[src/rtl/irq_line_router_pkg.sv]
package irq_line_router_pkg;

    localparam int BYTE_W     = 8;
    localparam int IRQ_W      = 5;
    localparam int DIS_BIT    = 7;
    localparam int ENC_W      = 3;
    localparam int GRP_A_BASE = 0;
    localparam int GRP_B_BASE = 8;
    localparam int CTRL_ADDR  = 4;
    localparam logic [BYTE_W-1:0] ROUTE_RST = 8'h80;

    // SCI steering: returns -1 when the encoding leaves the SCI unrouted
    function automatic int sci_target(input logic [ENC_W-1:0] enc);
        case (enc)
            3'd0:    return 9;
            3'd1:    return 10;
            3'd2:    return 11;
            3'd4:    return 20;
            3'd5:    return 21;
            default: return -1;
        endcase
    endfunction

endpackage

[src/rtl/rtr_addr_dec.sv]
module rtr_addr_dec
    import irq_line_router_pkg::*;
#(
    parameter int NUM_PIRQ = 8,
    parameter int ADDR_W   = 4
) (
    input  logic [ADDR_W-1:0]   addr,
    output logic [NUM_PIRQ-1:0] route_hit,
    output logic                ctrl_hit
);
    localparam int GRP = NUM_PIRQ / 2;

    for (genvar n = 0; n < NUM_PIRQ; n++) begin : g_hit
        localparam int A = (n < GRP) ? (GRP_A_BASE + n) : (GRP_B_BASE + n - GRP);
        assign route_hit[n] = (addr == ADDR_W'(A));
    end

    assign ctrl_hit = (addr == ADDR_W'(CTRL_ADDR));
endmodule

[src/rtl/rtr_route_dec.sv]
module rtr_route_dec
    import irq_line_router_pkg::*;
#(
    parameter int IDX      = 0,
    parameter int LEGACY_N = 16,
    parameter int LINE_W   = 5
) (
    input  logic [IRQ_W-1:0]    irq,
    input  logic                dis,
    output logic [LEGACY_N-1:0] leg_hit,
    output logic                q_ok,
    output logic [LINE_W-1:0]   q_line
);
    localparam logic [IRQ_W:0] LEG_LIM = (IRQ_W+1)'(LEGACY_N);
    localparam logic [LINE_W-1:0] OWN_GSI = LINE_W'(LEGACY_N + IDX);

    logic in_legacy;
    assign in_legacy = ({1'b0, irq} < LEG_LIM);

    for (genvar i = 0; i < LEGACY_N; i++) begin : g_leg
        assign leg_hit[i] = !dis && (irq == IRQ_W'(i));
    end

    always_comb begin
        if (dis) begin
            q_ok   = 1'b1;
            q_line = OWN_GSI;
        end else if (in_legacy) begin
            q_ok   = 1'b1;
            q_line = LINE_W'(irq);
        end else begin
            q_ok   = 1'b0;
            q_line = '0;
        end
    end
endmodule

[src/rtl/rtr_sci_dec.sv]
module rtr_sci_dec
    import irq_line_router_pkg::*;
#(
    parameter int GSI_N  = 24,
    parameter int LINE_W = 5
) (
    input  logic [ENC_W-1:0]  enc,
    output logic              valid,
    output logic [LINE_W-1:0] line
);
    always_comb begin
        int t;
        t     = sci_target(enc);
        valid = (t >= 0) && (t < GSI_N);
        line  = valid ? LINE_W'(t) : '0;
    end
endmodule

[src/rtl/irq_line_router.sv]
module irq_line_router
    import irq_line_router_pkg::*;
#(
    parameter int NUM_PIRQ = 8,
    parameter int LEGACY_N = 16,
    parameter int GSI_N    = 24,
    parameter int ADDR_W   = 4
) (
    input  logic                          clk,
    input  logic                          rst_n,
    input  logic                          wr_en,
    input  logic [ADDR_W-1:0]             wr_addr,
    input  logic [BYTE_W-1:0]             wr_data,
    input  logic [ADDR_W-1:0]             rd_addr,
    output logic [BYTE_W-1:0]             rd_data,
    input  logic [NUM_PIRQ-1:0]           pirq_i,
    input  logic                          sci_i,
    input  logic [$clog2(NUM_PIRQ)-1:0]   qry_sel_i,
    output logic [LEGACY_N-1:0]           legacy_o,
    output logic [GSI_N-1:0]              gsi_o,
    output logic                          qry_routed_o,
    output logic [$clog2(GSI_N)-1:0]      qry_line_o,
    output logic                          route_chg_o
);
    localparam int LINE_W = $clog2(GSI_N);

    typedef struct packed {
        logic [NUM_PIRQ-1:0][BYTE_W-1:0] route;
        logic [BYTE_W-1:0]               ctrl;
        logic [LEGACY_N-1:0]             legacy;
        logic [GSI_N-1:0]                gsi;
        logic                            q_ok;
        logic [LINE_W-1:0]               q_line;
        logic                            chg;
    } state_t;

    state_t st_d, st_q;

    // Address decode for the write and read sides
    logic [NUM_PIRQ-1:0] wr_route_hit, rd_route_hit;
    logic                wr_ctrl_hit, rd_ctrl_hit;

    rtr_addr_dec #(.NUM_PIRQ(NUM_PIRQ), .ADDR_W(ADDR_W)) u_wdec (
        .addr(wr_addr), .route_hit(wr_route_hit), .ctrl_hit(wr_ctrl_hit)
    );
    rtr_addr_dec #(.NUM_PIRQ(NUM_PIRQ), .ADDR_W(ADDR_W)) u_rdec (
        .addr(rd_addr), .route_hit(rd_route_hit), .ctrl_hit(rd_ctrl_hit)
    );

    // Per-input route decode
    logic [NUM_PIRQ-1:0][LEGACY_N-1:0] leg_hit;
    logic [NUM_PIRQ-1:0]               q_ok;
    logic [NUM_PIRQ-1:0][LINE_W-1:0]   q_line;

    for (genvar n = 0; n < NUM_PIRQ; n++) begin : g_route
        rtr_route_dec #(.IDX(n), .LEGACY_N(LEGACY_N), .LINE_W(LINE_W)) u_dec (
            .irq    (st_q.route[n][IRQ_W-1:0]),
            .dis    (st_q.route[n][DIS_BIT]),
            .leg_hit(leg_hit[n]),
            .q_ok   (q_ok[n]),
            .q_line (q_line[n])
        );
    end

    // SCI steering
    logic              sci_ok;
    logic [LINE_W-1:0] sci_line;

    rtr_sci_dec #(.GSI_N(GSI_N), .LINE_W(LINE_W)) u_sci (
        .enc(st_q.ctrl[ENC_W-1:0]), .valid(sci_ok), .line(sci_line)
    );

    always_comb begin
        logic [LEGACY_N-1:0] leg_acc;
        logic [GSI_N-1:0]    gsi_acc;

        st_d     = st_q;
        st_d.chg = 1'b0;

        if (wr_en) begin
            for (int n = 0; n < NUM_PIRQ; n++) begin
                if (wr_route_hit[n]) st_d.route[n] = wr_data;
            end
            if (wr_ctrl_hit) st_d.ctrl = wr_data;
            st_d.chg = |wr_route_hit;
        end

        leg_acc = '0;
        for (int n = 0; n < NUM_PIRQ; n++) begin
            if (pirq_i[n]) leg_acc = leg_acc | leg_hit[n];
        end
        for (int i = 0; i < LEGACY_N; i++) begin
            if (sci_ok && sci_i && (sci_line == LINE_W'(i))) leg_acc[i] = 1'b1;
        end
        st_d.legacy = leg_acc;

        gsi_acc = '0;
        for (int n = 0; n < NUM_PIRQ; n++) begin
            gsi_acc[LEGACY_N + n] = pirq_i[n];
        end
        for (int g = 0; g < GSI_N; g++) begin
            if (sci_ok && sci_i && (sci_line == LINE_W'(g))) gsi_acc[g] = 1'b1;
        end
        st_d.gsi = gsi_acc;

        st_d.q_ok   = q_ok[qry_sel_i];
        st_d.q_line = q_line[qry_sel_i];
    end

    always_ff @(posedge clk or negedge rst_n) begin
        if (!rst_n) begin
            st_q.route  <= {NUM_PIRQ{ROUTE_RST}};
            st_q.ctrl   <= '0;
            st_q.legacy <= '0;
            st_q.gsi    <= '0;
            st_q.q_ok   <= 1'b0;
            st_q.q_line <= '0;
            st_q.chg    <= 1'b0;
        end else begin
            st_q <= st_d;
        end
    end

    always_comb begin
        rd_data = '0;
        for (int n = 0; n < NUM_PIRQ; n++) begin
            if (rd_route_hit[n]) rd_data = st_q.route[n];
        end
        if (rd_ctrl_hit) rd_data = st_q.ctrl;
    end

    assign legacy_o     = st_q.legacy;
    assign gsi_o        = st_q.gsi;
    assign qry_routed_o = st_q.q_ok;
    assign qry_line_o   = st_q.q_line;
    assign route_chg_o  = st_q.chg;
endmodule

[config.mk]
export PLATFORM = sky130hd
export DESIGN_NAME = irq_line_router
export DESIGN_NICKNAME = d
export VERILOG_FILES = /design/src/rtl/irq_line_router_pkg.sv /design/src/rtl/rtr_addr_dec.sv /design/src/rtl/rtr_route_dec.sv /design/src/rtl/rtr_sci_dec.sv /design/src/rtl/irq_line_router.sv
export SDC_FILE = /design/constraint.sdc
export NUM_CORES = 1
export LEC_CHECK = 0
export CAP_MARGIN = 20
export CORE_MARGIN = 2
export CORE_UTILIZATION = 50
export DETAILED_ROUTE_END_ITERATION = 10
export DONT_BUFFER_PORTS = 1
export GPL_TIMING_DRIVEN = 0
export PLACE_DENSITY = 0.68
export SETUP_SLACK_MARGIN = 0.2
export SLEW_MARGIN = 10
export SYNTH_ARGS = -nofsm -noshare
export SYNTH_HDL_FRONTEND = slang
export SYNTH_SLANG_ARGS = --single-unit
[constraint.sdc]
create_clock -name clk -period 5.8 [get_ports clk]
set_clock_uncertainty 0.2 [all_clocks]
set_input_delay 0.29 -clock clk [delete_from_list [all_inputs] [get_ports clk]]
set_output_delay 0.29 -clock clk [all_outputs]
set_load 0.02 [all_outputs]
==> out/qor.txt <==
Final Hold Violating Endpoints: 0
Vias in the first global route: 5446
Antenna cells: 0
Endpoints failing setup: 0
Critical Path End Type: primary output
Yosys Warn Count: 0
Final Wtd Congestion: 0.911
Wire per inst: 24.3 microns
I/O Pins: 86
VDD IR max: 0.197 mV
Clk slew on worst S/H paths: 0.08 ns
Final nets: 716
Fin Setup TNS: 0 ns
Leakage power: 3.17 nW
Core Box Area: 0.0132 sq mm
Dpl ws: 3.36 ns
CTS Buf Count: 9
Clock sink count: 111
Final setup margin: 3.01 ns
Largest net degree at the start of global routing: 112
Period utilisation layout: 0.481
Clock Latency Late Sink: 0.36 ns
Most frequent cells in the layout: dfrtp_1 (103), mux2_2 (69), buf_4 (45), nor2b_1 (33)
Site Rows: 42
PwrDens: 346 mW/mm^2
Minimum period implied by the final worst setup slack: 2.79 ns
# DRC: 0
First-pass GRT wire length: 32000 microns
Post-synth EDFFs: 0
Worst slew pin tran: 0.903 ns
Routed wire length: 21000 microns
Post-synthesis cell count: 641
Die Y: 120 microns
ANT nets after route: 0
Htree depth: 3
Starting density of the core: 0.511
Post-CTS Setup Inserts: 0
P&R area growth vs syn: 12.1%
Final-layout fill cell count: 1181
CTS tree: built
RSZ-0062 raised after global routing: no
Tot GR Track Use: 0.297
Hold crit path type: primary input to flop
Setup CP Type: flop to primary output
Vias per cell: 6.42
Prevailing post-synth register cell: dfrtp_1
Port Buffers: 0
Syn avg cell area: 10.5 sq um
Ranking of synthesized cells by area: dfrtp_1 (38%), mux2_2 (11%), buf_4 (5.0%)
Asr flop ratio synth: 1.00
Vias: 5560
Critical Path RT: 5.31 ns
Grt ovf: 0
Max-slew violations: 0
Root Driver: clkbuf_16
Drt first-iter violations: 508
Share of layout cells above drive strength 1: 0.259
Yosys top cell by area: dfrtp_1
Critical Path Start Type: flop
Synth top area share: 0.381
DP Wirelength: 15300 microns
Initial antenna violation count: 0
Max-slew headroom: 0.382
Pre-antenna DRT Iters: 6
Die area: 0.0145 sq mm
Status: completed
Cell Area, Synth: 0.00676 sq mm
Clock Path Buffers: 2
Max FO, Critical Path: 10
Synthesized flop and latch total: 111
Die width: 120 microns
Fmax: 0.358 GHz
Max-cap viol count: 0
Seq/Total Area, Yosys: 0.412
Most common cell after layout, fill and taps aside: dfrtp_1
Yosys cell types: 73
Worst Path Arrival: 2.30 ns
cell usage after synthesis, types with 6 or more instances:
cell type and instances:
a21oi_1 6, a221oi_1 11, a22oi_1 8, a32o_1 6, a32oi_1 9, and4_1 6
buf_2 13, buf_4 45, clkbuf_1 18, dfrtp_1 103, dfstp_2 8, inv_1 13
mux2_1 8, mux2_2 69, mux2i_1 8, mux4_2 8, nand2_1 30, nand2b_1 12
nand3_1 30, nand3b_1 14, nand4_1 12, nor2_1 29, nor2b_1 33, nor3_1 17
nor3b_1 9, o21ai_0 14
cell families (layout without fill, tap and decap cells):
group | after synthesis | after routing | synth area share
AND/OR/NAND/NOR | 236 | 236 | 0.213
flip-flops | 111 | 111 | 0.412
AO/OA/AOI/OAI | 108 | 108 | 0.127
multiplexers | 93 | 93 | 0.167
buffers and inverters | 92 | 129 | 0.0807
other | 1 | 13 | 0.000555
through the flow:
stage / total power (W) / utilization / std cells / hold WS [ns] / area (sq um)
finish: 0.00262 / 0.572 / 866 / 0.0163 / 7580
global placement: 0.00190 / 0.531 / 829 / -0.203 / 7030
CTS: 0.00262 / 0.572 / 866 / 0.00419 / 7580
global route: 0.00275 / 0.572 / 866 / 0.0197 / 7580
floorplan: 0.00167 / - / 653 / -0.206 / 6810
detailed placement: 0.00191 / 0.531 / 829 / -0.203 / 7030
state kept, by name, summed over array words and instances, names as in the netlist:
register,count
route_chg_o,1
qry_line_o,5
qry_routed_o,1
st_q,72
legacy_o,16
gsi_o,16
what timing repair did:
action / CTS / global route
endpoints found under the hold margin: 194 / 0
hold buffers: 21 / 0
resized for setup: 0 / 0
critical path, stage by stage (launching register included):
cell,delay (ns)
dfrtp_1,0.33
clkbuf_1,0.39
mux2_2,0.29
a32o_1,0.17
a311oi_1,0.05
o31ai_1,0.71
worst paths after layout:
kind / from / end / slack, ns / depth (start not counted)
worst min register to register: st_q[101] / st_q[101] / 0.30 / 1
min in group asynchronous: rst_n / gsi_o[2] / 0.28 / 2
max in group asynchronous: rst_n / qry_line_o[2] / 4.59 / 2
worst max register to register: st_q[94] / legacy_o[9] / 3.15 / 4
worst max-delay path: st_q[72] / rd_data[1] / 3.01 / 5
worst min-delay path: qry_sel_i[2] / qry_line_o[2] / 0.02 / 2
power breakdown:
group	total (W)	switching (W)	internal (W)
Clock	0.000674	0.000316	0.000358
Sequential	0.00112	0.000177	0.000941
Combinational	0.000830	0.000487	0.000343
final cells by class:
class	instances	area, sq um	area share
inverters	13	48.8	0.00644
clock buffers	10	239	0.0315
clock inverters	6	83.8	0.0111
flip-flops and latches	111	2790	0.368
plain buffers	79	497	0.0656
multi-input cells	450	3470	0.458
well taps	176	220	0.0291
repair buffers	21	228	0.0301
per-layer routing:
layer | share of wire | vias to the layer above | track usage
met5 | 0 | - | 0
met4 | 0.036 | 0 | 0.133
met3 | 0.066 | 44 | 0.0377
met2 | 0.50 | 282 | 0.491
met1 | 0.40 | 2775 | 0.392
li1 | - | 2459 | -
Note: power is estimated with default switching activity, not from simulation.
